$ cat src/rtl/msg_codec_pkg.sv
package msg_codec_pkg;

    localparam int REQ_BITS = 128;
    localparam int CPL_BITS = 512;

    typedef enum logic {RX_COLLECT, RX_ISSUE} rx_state_e;
    typedef enum logic {TX_IDLE, TX_SEND} tx_state_e;

    typedef struct packed {
        logic [31:0]  handle;
        logic [7:0]   module_no;
        logic         trigger;
        logic [63:0]  frame;
        logic [63:0]  stamp;
        logic [63:0]  bunch;
        logic [31:0]  exptime;
        logic [31:0]  debug;
        logic [15:0]  dcid;
        logic [127:0] mask;
    } cpl_fields_t;

endpackage

$ cat src/rtl/msg_req_rx.sv
module msg_req_rx
    import msg_codec_pkg::*;
#(
    parameter int WORD_W = 32
) (
    input  logic              clk,
    input  logic              rst_n,
    input  logic              in_valid,
    output logic              in_ready,
    input  logic [WORD_W-1:0] in_data,
    output logic              req_valid,
    output logic [31:0]       req_handle,
    output logic [63:0]       req_addr,
    output logic              par_err
);
    localparam int REQ_WORDS = REQ_BITS / WORD_W;
    localparam int CNT_W     = (REQ_WORDS > 1) ? $clog2(REQ_WORDS) : 1;

    rx_state_e            state_q, state_d;
    logic [CNT_W-1:0]     cnt_q;
    logic [REQ_BITS-1:0]  gather_q;
    logic [REQ_BITS-1:0]  full_msg;
    logic                 take, last_word, parity_ok;
    logic                 par_err_q;

    assign take      = in_valid && in_ready;
    assign last_word = take && (cnt_q == CNT_W'(REQ_WORDS - 1));
    assign full_msg  = {in_data, gather_q[REQ_BITS-1:WORD_W]};
    assign parity_ok = ~(^full_msg);

    // state register
    always_ff @(posedge clk) begin
        if (!rst_n) state_q <= RX_COLLECT;
        else        state_q <= state_d;
    end

    // next state
    always_comb begin
        state_d = state_q;
        unique case (state_q)
            RX_COLLECT: if (last_word && parity_ok) state_d = RX_ISSUE;
            RX_ISSUE:   state_d = RX_COLLECT;
        endcase
    end

    // outputs
    always_comb begin
        in_ready  = 1'b0;
        req_valid = 1'b0;
        unique case (state_q)
            RX_COLLECT: in_ready  = 1'b1;
            RX_ISSUE:   req_valid = 1'b1;
        endcase
    end

    // datapath
    always_ff @(posedge clk) begin
        if (!rst_n) begin
            cnt_q     <= '0;
            gather_q  <= '0;
            par_err_q <= 1'b0;
        end else if (take) begin
            gather_q <= full_msg;
            cnt_q    <= last_word ? '0 : cnt_q + 1'b1;
            if (last_word && !parity_ok) par_err_q <= 1'b1;
        end
    end

    assign req_handle = gather_q[31:0];
    assign req_addr   = gather_q[95:32];
    assign par_err    = par_err_q;

endmodule

$ cat src/rtl/msg_cpl_pack.sv
module msg_cpl_pack
    import msg_codec_pkg::*;
(
    input  cpl_fields_t          fields,
    output logic [CPL_BITS-1:0]  msg
);
    logic [CPL_BITS-1:0] body;

    always_comb begin
        body          = '0;
        body[31:0]    = fields.handle;
        body[39:32]   = fields.module_no;
        body[40]      = &fields.mask;
        body[41]      = fields.trigger;
        body[127:64]  = fields.frame;
        body[191:128] = fields.stamp;
        body[255:192] = fields.bunch;
        body[287:256] = fields.exptime;
        body[319:288] = fields.debug;
        body[367:352] = fields.dcid;
        body[511:384] = fields.mask;
    end

    // bit 63 is zero in body, so its parity bit is the XOR of the first quarter
    always_comb begin
        msg     = body;
        msg[63] = ^body[127:0];
    end

endmodule

$ cat src/rtl/msg_cpl_tx.sv
module msg_cpl_tx
    import msg_codec_pkg::*;
#(
    parameter int WORD_W = 32
) (
    input  logic                clk,
    input  logic                rst_n,
    input  logic                cpl_valid,
    output logic                cpl_ready,
    input  logic [CPL_BITS-1:0] msg_in,
    output logic                out_valid,
    input  logic                out_ready,
    output logic [WORD_W-1:0]   out_data
);
    localparam int CPL_WORDS = CPL_BITS / WORD_W;
    localparam int CNT_W     = (CPL_WORDS > 1) ? $clog2(CPL_WORDS) : 1;

    tx_state_e            state_q, state_d;
    logic [CNT_W-1:0]     cnt_q;
    logic [CPL_BITS-1:0]  sh_q;
    logic                 load, beat, last_beat;

    assign load      = cpl_valid && cpl_ready;
    assign beat      = out_valid && out_ready;
    assign last_beat = beat && (cnt_q == CNT_W'(CPL_WORDS - 1));

    // state register
    always_ff @(posedge clk) begin
        if (!rst_n) state_q <= TX_IDLE;
        else        state_q <= state_d;
    end

    // next state
    always_comb begin
        state_d = state_q;
        unique case (state_q)
            TX_IDLE: if (load)      state_d = TX_SEND;
            TX_SEND: if (last_beat) state_d = TX_IDLE;
        endcase
    end

    // outputs
    always_comb begin
        cpl_ready = 1'b0;
        out_valid = 1'b0;
        unique case (state_q)
            TX_IDLE: cpl_ready = 1'b1;
            TX_SEND: out_valid = 1'b1;
        endcase
    end

    // datapath
    always_ff @(posedge clk) begin
        if (!rst_n) begin
            cnt_q <= '0;
            sh_q  <= '0;
        end else if (load) begin
            cnt_q <= '0;
            sh_q  <= msg_in;
        end else if (beat) begin
            cnt_q <= last_beat ? '0 : cnt_q + 1'b1;
            sh_q  <= {{WORD_W{1'b0}}, sh_q[CPL_BITS-1:WORD_W]};
        end
    end

    assign out_data = sh_q[WORD_W-1:0];

endmodule

$ cat src/rtl/msg_codec.sv
module msg_codec
    import msg_codec_pkg::*;
#(
    parameter int WORD_W = 32
) (
    input  logic              clk,
    input  logic              rst_n,
    input  logic              in_valid,
    output logic              in_ready,
    input  logic [WORD_W-1:0] in_data,
    output logic              req_valid,
    output logic [31:0]       req_handle,
    output logic [63:0]       req_addr,
    output logic              par_err,
    input  logic              cpl_valid,
    output logic              cpl_ready,
    input  logic [31:0]       cpl_handle,
    input  logic [7:0]        cpl_module,
    input  logic              cpl_trigger,
    input  logic [63:0]       cpl_frame,
    input  logic [63:0]       cpl_timestamp,
    input  logic [63:0]       cpl_bunch,
    input  logic [31:0]       cpl_exptime,
    input  logic [31:0]       cpl_debug,
    input  logic [15:0]       cpl_dcid,
    input  logic [127:0]      cpl_mask,
    output logic              out_valid,
    input  logic              out_ready,
    output logic [WORD_W-1:0] out_data
);
    cpl_fields_t         fields;
    logic [CPL_BITS-1:0] packed_msg;

    assign fields = '{handle:    cpl_handle,
                      module_no: cpl_module,
                      trigger:   cpl_trigger,
                      frame:     cpl_frame,
                      stamp:     cpl_timestamp,
                      bunch:     cpl_bunch,
                      exptime:   cpl_exptime,
                      debug:     cpl_debug,
                      dcid:      cpl_dcid,
                      mask:      cpl_mask};

    msg_req_rx #(.WORD_W(WORD_W)) u_rx (
        .clk        (clk),
        .rst_n      (rst_n),
        .in_valid   (in_valid),
        .in_ready   (in_ready),
        .in_data    (in_data),
        .req_valid  (req_valid),
        .req_handle (req_handle),
        .req_addr   (req_addr),
        .par_err    (par_err)
    );

    msg_cpl_pack u_pack (
        .fields (fields),
        .msg    (packed_msg)
    );

    msg_cpl_tx #(.WORD_W(WORD_W)) u_tx (
        .clk       (clk),
        .rst_n     (rst_n),
        .cpl_valid (cpl_valid),
        .cpl_ready (cpl_ready),
        .msg_in    (packed_msg),
        .out_valid (out_valid),
        .out_ready (out_ready),
        .out_data  (out_data)
    );

endmodule

$ cat config.mk
export PLATFORM = sky130hd
export DESIGN_NAME = msg_codec
export DESIGN_NICKNAME = d
export VERILOG_FILES = /design/src/rtl/msg_codec_pkg.sv /design/src/rtl/msg_req_rx.sv /design/src/rtl/msg_cpl_pack.sv /design/src/rtl/msg_cpl_tx.sv /design/src/rtl/msg_codec.sv
export SDC_FILE = /design/constraint.sdc
export NUM_CORES = 1
export LEC_CHECK = 0
export ABC_AREA = 1
export BUFFER_PORTS_ARGS = -buffer_cell sky130_fd_sc_hd__buf_4
export CELL_PAD_IN_SITES_DETAIL_PLACEMENT = 1
export CELL_PAD_IN_SITES_GLOBAL_PLACEMENT = 1
export CORE_MARGIN = 4
export CORE_UTILIZATION = 42
export DETAILED_ROUTE_END_ITERATION = 8
export MAX_ROUTING_LAYER = met4
export PLACE_DENSITY_LB_ADDON = 0.1
export SYNTH_ARGS = -nofsm -noshare
export SYNTH_HDL_FRONTEND = slang
export SYNTH_SLANG_ARGS = --single-unit
$ cat constraint.sdc
create_clock -name clk -period 3.2 [get_ports clk]
set_clock_uncertainty 0.05 [all_clocks]
set_input_delay 0.48 -clock clk [delete_from_list [all_inputs] [get_ports clk]]
set_output_delay 0.48 -clock clk [all_outputs]
set_load 0.02 [all_outputs]
* Word-level counts from Yosys, hierarchy flattened *
Cells that the tools add are included.

cells by class
  add/sub/neg operators = 2
  equality and inequality tests = 2
  mux-type cells = 13
  bitwise operators = 4
  reduce and logical (&&, ||, !) cells = 13

operators with widths
  kind                   number
  $mux W512              2
  $reduce_xor A128 Y1    2
  $reduce_and A128 Y1    1
  $logic_and A1 B1 Y1    7
  $mux W1                7
  $add A4 B1 Y4 const B  1
  $eq A4 B4 Y1 const B   1
  $mux W4                1
  $not A1 Y1             4
  $pmux W1 S2            2
  $add A2 B1 Y2 const B  1
  $eq A2 B2 Y1 const B   1
  $mux W2                1
  $reduce_and A2 Y1      1
  $reduce_bool A2 Y1     1
  $reduce_or A2 Y1       1

storage, ports and cells
  bits in registers = 649
  input bits = 478
  output and inout bits = 133
  logic and storage cells = 42

* Longest topological paths before layout *
Gate-level depths: netlist (run 1).

  word-level depth = 6
  gate-level depth with buffers = 19
  depth with buffers taken out = 19

* Hierarchy *
Synthesis (run 1) repeated with hierarchy kept, for this count alone.

second synthesis, totals
  cells, all modules = 7,405
  area total of the unflattened synthesis = 43,231.5 um^2

modules (own cells, without submodules)
  module        times used  cells an instance  area each (um^2)  seq. area each (um^2)
  msg_cpl_tx    1           4,783              28,071.9          10,349.9
  msg_req_rx    1           1,347              8,275.4           2,642.5
  msg_cpl_pack  1           1,275              6,884.1           0.0

* Least setup slack after synthesis (run 1) *
No wires, ideal clock.

  path kind = flip-flop to flip-flop
  start = register u_tx.state_q
  end = register u_tx.sh_q[452]
  library setup time = 0.074 ns
  arrival = 1.681 ns
  required time = 3.076 ns
  path slack = 1.395 ns
  cell stages (with the launch flop) = 10
  path buffers = 3
  clock period less this slack = 1.805 ns
  cell sequence = dfxtp_1 > inv_1 > nand2_1 > inv_1 > nor2_1 > buf_2 > buf_2 > clkbuf_1 > nand2_1 > a31oi_1

on the way
  longest elaborated chain between the ends = 3
  elaborated cells between the ends (all ways) = 6
  those cells by class = mux (3); reduce/logical (3)

RTL lines
  element                                          RTL line          RTL
  start, declared                                  msg_cpl_tx.sv:18  tx_state_e state_q, state_d;
  start signal, assigned                           msg_cpl_tx.sv:30  else state_q <= state_d;
  $mux W1 (*)                                      msg_cpl_tx.sv:46  unique case (state_q)
  via cpl_ready                                    msg_codec.sv:16   output logic cpl_ready,
  $logic_and A1 B1 Y1 (*)                          msg_cpl_tx.sv:23  assign load = cpl_valid && cpl_ready;
  $mux W512 or $reduce_bool A2 Y1 (tied branches)  n/a
  end signal, assigned                             msg_cpl_tx.sv:59  sh_q <= msg_in;
  end signal, assigned                             msg_cpl_tx.sv:62  sh_q <= {{WORD_W{1'b0}}, sh_q[CPL_BITS-1:WORD_W]};
  end, declared                                    msg_cpl_tx.sv:20  logic [CPL_BITS-1:0] sh_q;

Mark *: on every way through the listed nets, which the timed path passes. The rest lies on a longest branch.
A chain may end at the register's enable or synchronous reset.

* Worst setup path after layout (run 1) *
  start = register u_tx.state_q
  end = register u_tx.sh_q[177]

on the way
  longest elaborated chain between the ends = 3
  elaborated cells between the ends (all ways) = 6
  those cells by class = mux (3); reduce/logical (3)

RTL lines
  element                                          RTL line
  $mux W1                                          msg_cpl_tx.sv:46
  $logic_and A1 B1 Y1, on equally long branches    msg_cpl_tx.sv:23, msg_cpl_tx.sv:24
  $mux W512 or $reduce_bool A2 Y1 (tied branches)  n/a

Parallel ways exist; a longest one is shown, timed or not.

==> results.md, run 1 <==
* Status: complete, no violations
* Initial drt markers at ~2,100
* Synthesized flop and latch total at between 600 and 700
* Syn nets at 5,210
* HP Class: primary input to flip-flop
* Final nets at about 5,500
* Clock tree sinks at approximately 650
* Dpl hpwl at ~89,000 um
* Root cell of the clock tree: clkbuf_16
* Worst hold stages at 3
* Worst Path Required at around 3.7 ns
* Power Total at ~21 mW
* Synth cell types at 24
* RSZ-0062 raised after global routing: no
* Worst slew pin tran at 0.9180 ns
* Die footprint at 78,300 um^2
* Initial antenna violation count at 15
* Max-cap violations at 0
* Non-filler cells, final at between 6,000 and 7,000
* Warnings, synthesis at 0
* Port-buffer cells at between 600 and 700
* Die width at roughly 280 um
* Final period util at 0.6795
* Worst R2R Start: u_tx.state_q
* Final instance area at around 38,000 um^2
* Crit path kind: flip-flop to flip-flop
* Worst path max stage delay at around 0.38 ns
* Largest net degree at the start of global routing at 171
* Vias at between 30,000 and 40,000
* Synthesized area at between 30,000 and 40,000 um^2
* Slowest-stage cell, CP: buf_12
* Worst Hold Launch: cpl_mask[104]
* Post-Synth Simple-Gate Area at 0.3226
* Worst skew pair latency at around 0.62 ns
* Placed cells at just under 6,000
* Post-CTS setup buffers at 0
* Cell mode on critical path: nand2_1
* Crit-path cells: inv_1 > nand2_1 > inv_8 > nor2_4 > buf_4 > buf_12 > nand2_1 > a31oi_1
* Vias in the first global route at ~32,000
* Routability cong. at around 0.9
* Setup crit end kind: flip-flop
* CTS clk-pin slew, worst paths at ~0.06 ns
* Crit-path max FO at approximately 120
* Post-DP Area at 35,320 um^2
* Avg Synthesized Cell Area at about 6.6 um^2
* Leak at between 15 and 20 nW
* Core ar. at between 70,000 and 80,000 um^2
* Number of hold buffers added after cts at 0
* Starting Density at 0.4246
* Antenna-violating nets left at 0
* Max rail drop VDD at between 0.0003 and 0.0004 V
* Total global-route track usage at 0.3011
* Reg2reg path depth at 8
* Drt via density at between 5 and 6
* Boundary Pins at 611
* R2R Setup Slk at around 1.0 ns
* Final Max Tran Viols at 0
* Synth Area in Compound Gates at 0.1354
* Bufs on Longest Clock Path at 3
* Hold Path Sink: u_tx.sh_q[488]
* First-pass GRT wire length at ~180,000 um
* Detailed-route wire length at around 120,000 um
* Syn-to-layout area delta at 21.92%
* Combinational family with the most area after synthesis: simple AND/OR/NAND/NOR gates
* WL per Instance at a little under 20 um
* Reg-to-reg critical path endpoint: u_tx.sh_q[177]
* Worst slew margin at 0.3880
* Row cnt at 99
* Register area share after synthesis at 0.4187
* Hold Fails Final Rpt at 0
* Post-route minimum period at between 2 and 2.5 ns
* Critical Path AT at 2.66 ns
* Final setup fails at 0
* Layout cells sized above 1 at 0.1552
* Startpoint Class: flip-flop
* # DRC at 0
* Synth Instances at 4,730
* TritonCTS clock tree: done
* Post-synthesis mux area share at 0
* Synth Area in Adders at 0.0008064
* Max Clk Rate at ~460 MHz
* Drt first pass iters at 5
* TritonCTS buffer count at 74
* CP bufs+invs at 4
* Xor/xnor share of the synthesized area at 0.03782
* Setup TNS at 0 ns
* Die H at 279.8 um
* CP delay by family, top: buffers and inverters
* Post-CTS resize count at 0
* # H-tree levels at 3
* Grt total ovfl at 0
* PwrDens at about 570 nW/um^2
-- cell type report --
cell class / count / area, um^2
Multi-Input combinational cell: 3522 / 15430
Antenna cell: 17 / 42.54
Timing Repair Buffer: 645 / 5030
Fill cell: 9656 / 35250
Inverter: 170 / 660.6
Tap cell: 959 / 1200
Clock inverter: 25 / 326.6
Clock buffer: 105 / 2151
Sequential cell: 649 / 12990
-- metal layers --
| layer | vias to the layer above | global-route usage | wire length (um) |
|---|---|---|---|
| li1 | 15640 | - | - |
| met1 | 15250 | 0.3588 | 49970 |
| met2 | 647 | 0.5195 | 59720 |
| met3 | 185 | 0.04934 | 5674 |
| met4 | 0 | 0.1006 | 4261 |
| met5 | - | - | 0 |
-- registers in the layout, summed over array words and instances (netlist names) --
name           count
u_rx.cnt_q         2
u_rx.gather_q    128
u_rx.par_err       1
u_rx.state_q       1
u_tx.cnt_q         4
u_tx.sh_q        512
u_tx.state_q       1
-- synthesized netlist by cell type, drive strengths merged --
library cell / number / area share
o211ai: 1 / 0.00024
nand4: 3 / 0.00060
nand2: 2457 / 0.30
a21oi: 187 / 0.030
xor2: 55 / 0.016
inv: 167 / 0.020
clkbuf: 218 / 0.026
xnor2: 79 / 0.022
o21ai: 134 / 0.022
a22o: 1 / 0.00028
a31oi: 410 / 0.083
nor2: 167 / 0.020
buf: 171 / 0.038
clkinv: 3 / 0.00036
nor3: 2 / 0.00032
nand3: 23 / 0.0037
dfxtp: 649 / 0.42
ha: 2 / 0.00081
o211a: 1 / 0.00032
-- placed cells by master, fill, tap and decap left out, drive strengths merged --
cell type / instances
nand2: 2457
a21oi: 187
nand4: 3
clkinv: 15
ha: 2
nand3: 23
diode: 17
nor2: 167
xnor2: 79
nor3: 2
dfxtp: 649
a31oi: 410
clkinvlp: 4
o211ai: 1
buf: 645
o211a: 1
clkbuf: 105
bufinv: 6
inv: 170
a22o: 1
xor2: 55
o21ai: 134
-- worst register-to-register path, cell delays in order, from the launching register on --
cell and delay [ns]:
dfxtp_1 0.32, inv_1 0.05, nand2_1 0.18, inv_8 0.24, nor2_4 0.23, buf_4 0.21
buf_12 0.38, nand2_1 0.26, a31oi_1 0.18
-- cell families after synthesis --
family	count (synthesis)
flops	649
compound gates	734
fa+ha+maj	2
simple gates	2652
buf+inv	559
xor+xnor	134
-- stage by stage --
stage	setup slack (ns)	hold slack, ns	util
3_3_place_gp	0.9140	0.3981	0.4832
3_5_place_dp	0.8511	0.4033	0.4832
6_report	1.025	0.08090	0.5177
5_1_grt	0.8759	0.06995	0.5177
2_1_floorplan	1.395	0.3901	-
4_1_cts	1.047	0.04561	0.5171
-- power by group --
| part | switching [mW] | total (mW) | internal (mW) |
|---|---|---|---|
| clock network | 3.56 | 8.74 | 5.18 |
| registers | 0.380 | 8.95 | 8.57 |
| logic | 2.39 | 3.80 | 1.42 |
-- worst max-delay path by stage --
| stage | from | endpoint | slack (ns) | cells past startpoint |
|---|---|---|---|---|
| after detailed placement | cpl_mask[42] | u_tx.sh_q[63] | 0.85 | 16 |
| after global placement | cpl_mask[104] | u_tx.sh_q[63] | 0.91 | 16 |
| final | u_tx.state_q | u_tx.sh_q[177] | 1.03 | 8 |
| after floorplan | u_tx.state_q | u_tx.sh_q[452] | 1.40 | 9 |
| after global routing | u_tx.state_q | u_tx.sh_q[197] | 0.88 | 8 |
| after CTS | u_tx.state_q | u_tx.sh_q[453] | 1.05 | 8 |
(Power assumes the default switching activity.)
==> run 2, diff against run 1 <==
CORE_UTILIZATION = 35   (was 42)
clock period = 1.9 ns   (was 3.2 ns; I/O delays follow)
==> run 2 against run 1 <==
The flow now finishes with violations (negative setup slack). Final cell count rose by 13%. Die area is 19% higher. Sequential cell count did not move. Setup slack got worse by 1.1 ns. Sequential power up 70%. Via count increased by 11%. Final area is 22% higher. Hold slack lost 0.040 ns. Core utilization up 1.2 points. Register-to-register slack got worse by 0.95 ns. Non-clock buffer count increased by 556. Critical path type is now primary input to flip-flop. Highest routed layer unchanged.
==> results.md, run 2 (synthesis gave the netlist of run 1 again) <==
* CP bufs+invs at 2 (-2)
* Post-DP Area at 36,820 um^2 (+4.3%)
* Startpoint Class: primary input
* Vias at 35,340 (+11%)
* Detailed-route wire length at 144,700 um (+21%)
* Setup TNS at -0.1163 ns (-0.1163 ns)
* Max reg flops at 512 (unchanged)
* Grt total ovfl at 0 (unchanged)
* Final Max Tran Viols at 0 (unchanged)
* Port-buffer cells at 610 (unchanged)
* TritonCTS clock tree: done
* Max rail drop VDD at 0.0006947 V (+100%)
* Worst slew margin at 0.6790 (+0.2909)
* Die width at 305.8 um (+9.3%)
* Total global-route track usage at 0.2962 (-0.004881)
* Largest net degree at the start of global routing at 132 (-23%)
* Biggest regs: u_tx.sh_q: 512 flops, u_rx.gather_q: 128 flops, u_tx.cnt_q: 4 flops
* # H-tree levels at 3 (unchanged)
* Die H at 305.8 um (+9.3%)
* Crit-path cells: dlygate4sd3_1 > nand2_1 > nor2_1 > nand2_1 > nor2_1 > nand2_1 > nor2_2 > buf_6 > nand2_2 > nand2_2 > nand2_1 > nand2_2 > nand2_1 > nand2_1 > nand2_1 > nand2_1 > nand3_1 > a21oi_1
* Critical Path AT at 2.50 ns (-0.16 ns)
* Final period util at 1.061
* Layout cells sized above 1 at 0.2434 (+0.08824)
* Setup crit end kind: flip-flop
* Place WS at -0.1164 ns (-0.9676 ns)
* Commonest non-fill, non-tap cell in the layout: nand2_1
* Antenna-violating nets left at 0 (unchanged)
* Worst Path Required at 2.39 ns (-1.29 ns)
* PwrDens at 851.1 nW/um^2 (+50%)
* Bufs on Longest Clock Path at 3 (unchanged)
* Clock tree sinks at 649 (unchanged)
* Most frequent cells in the layout: nand2_1, buf_4, dfxtp_1, a31oi_1, dlygate4sd3_1
* Status: finished with violations
* Die footprint at 93,500 um^2 (+19%)
* Post-route minimum period at 2.016 ns
* Post-route setup slack at -0.1163 ns (-1.142 ns)
* Most flops, register: u_tx.sh_q
* Crit path kind: primary input to flip-flop
* Initial drt markers at 2,204 (+6.1%)
* # DRC at 0 (unchanged)
* Hold Fails Final Rpt at 0 (unchanged)
* Core ar. at 87,430 um^2 (+20%)
* Dpl hpwl at 95,530 um (+7.2%)
* Worst path max stage delay at 0.60 ns (+0.22 ns)
* Routability cong. at 0.8625 (-3.8%)
* CTS clk-pin slew, worst paths at 0.05 ns (about the same)
* Final setup fails at 1 (+1)
* Final instance area at 46,290 um^2 (+22%)
* Slowest-stage cell, CP: dlygate4sd3_1
* Row cnt at 108 (+9.1%)
* Cell mode on critical path: nand2_1
* Drt via density at 5.149 (-1.1%)
* Failing checks: negative setup slack
* Worst skew pair latency at 0.62 ns (about the same)
* Drt first pass iters at 5 (unchanged)
* Starting Density at 0.3550 (-0.06968)
* First-pass GRT wire length at 212,600 um (+17%)
* HP Class: primary input to flip-flop
* Syn-to-layout area delta at 49.15%
* Boundary Pins at 611 (unchanged)
* Max Clk Rate at slightly below 500 MHz
* Root cell of the clock tree: clkbuf_16
* WL per Instance at 21.08 um (+7.4%)
* Initial antenna violation count at 28 (+13)
* Crit-path max FO at 2 (-98%)
* Leak at 20.11 nW (+24%)
* CP delay by family, top: simple AND/OR/NAND/NOR gates
* Vias in the first global route at 36,890 (+15%)
* Power Total at 39.39 mW (+83%)
* Worst slew pin tran at 0.4816 ns (-0.4364 ns)
* Max-cap violations at 0 (unchanged)
* TritonCTS buffer count at 78 (+5.4%)
* Final nets at 6,102 (+10%)
-- run 2: cell types whose count changed in the layout (fill, tap and decap cells not counted), sizes merged, moves of 4 or more --
cell,before,now
dlygate4sd3,0,371
buf,645,739
diode,17,31
clkbuf,105,109
dlymetal6s4s,0,91
-- run 2: routing by layer --
layer / up-vias / share of wire / wire [um] / global-route usage
met5: - / 0 / 0 / -
met2: 1091 / 0.51 / 73670 / 0.5170
met1: 17000 / 0.39 / 56220 / 0.3323
li1: 16790 / - / - / -
met3: 447 / 0.048 / 6908 / 0.04479
met4: 0 / 0.055 / 7890 / 0.1404
-- run 2: power breakdown --
group / switching, mW / internal, mW
registers: 0.708 / 14.5
clock network: 6.25 / 9.45
logic: 4.86 / 3.67
-- run 2: worst register-to-register path: stages (launching register included) --
cell,delay (ns)
dfxtp_1,0.34
inv_1,0.09
nand2_1,0.18
inv_8,0.13
buf_12,0.15
buf_12,0.22
buf_4,0.29
nand2_1,0.10
a31oi_1,0.20
-- run 2: path summary, 6_finish.rpt --
path / endpoint / startpoint / cells after the start / slack, ns
worst max-delay path: u_tx.sh_q[63] / cpl_mask[35] / 18 / -0.12
worst max register to register: u_tx.sh_q[120] / u_tx.state_q / 8 / 0.08
worst min register to register: u_tx.sh_q[339] / u_tx.sh_q[339] / 2 / 0.41
worst min-delay path: u_rx.gather_q[127] / in_data[31] / 3 / 0.04
-- run 2: layout make-up --
cell class / count / area (um^2)
tap: 1155 / 1445
inverter: 170 / 665.6
clock buffer: 109 / 2282
timing repair buffer: 1201 / 11090
sequential: 649 / 13180
multi-input combinational: 3522 / 17180
clock inverter: 26 / 361.6
antenna: 31 / 77.57
fill: 10760 / 41140
-- run 2: stage by stage --
stage | cells | hold slack [ns] | utilization
after floorplan | 4730 | 0.3840 | -
after global placement | 6257 | 0.3979 | 0.4211
after detailed placement | 6257 | 0.4034 | 0.4211
after CTS | 6854 | 0.0007166 | 0.5046
after global routing | 6860 | 0.02451 | 0.5293
final | 6863 | 0.04110 | 0.5294
-- run 2: what timing repair did --
action / 4_1_cts / 5_1_grt
endpoints found under the hold margin: 462 / 0
pin swaps: 1 / 186
resized for setup: 15 / 676
gates cloned: 0 / 0
hold buffers: 462 / 0
endpoints found under the setup margin: 2 / 4
buffers inserted: 0 / 30
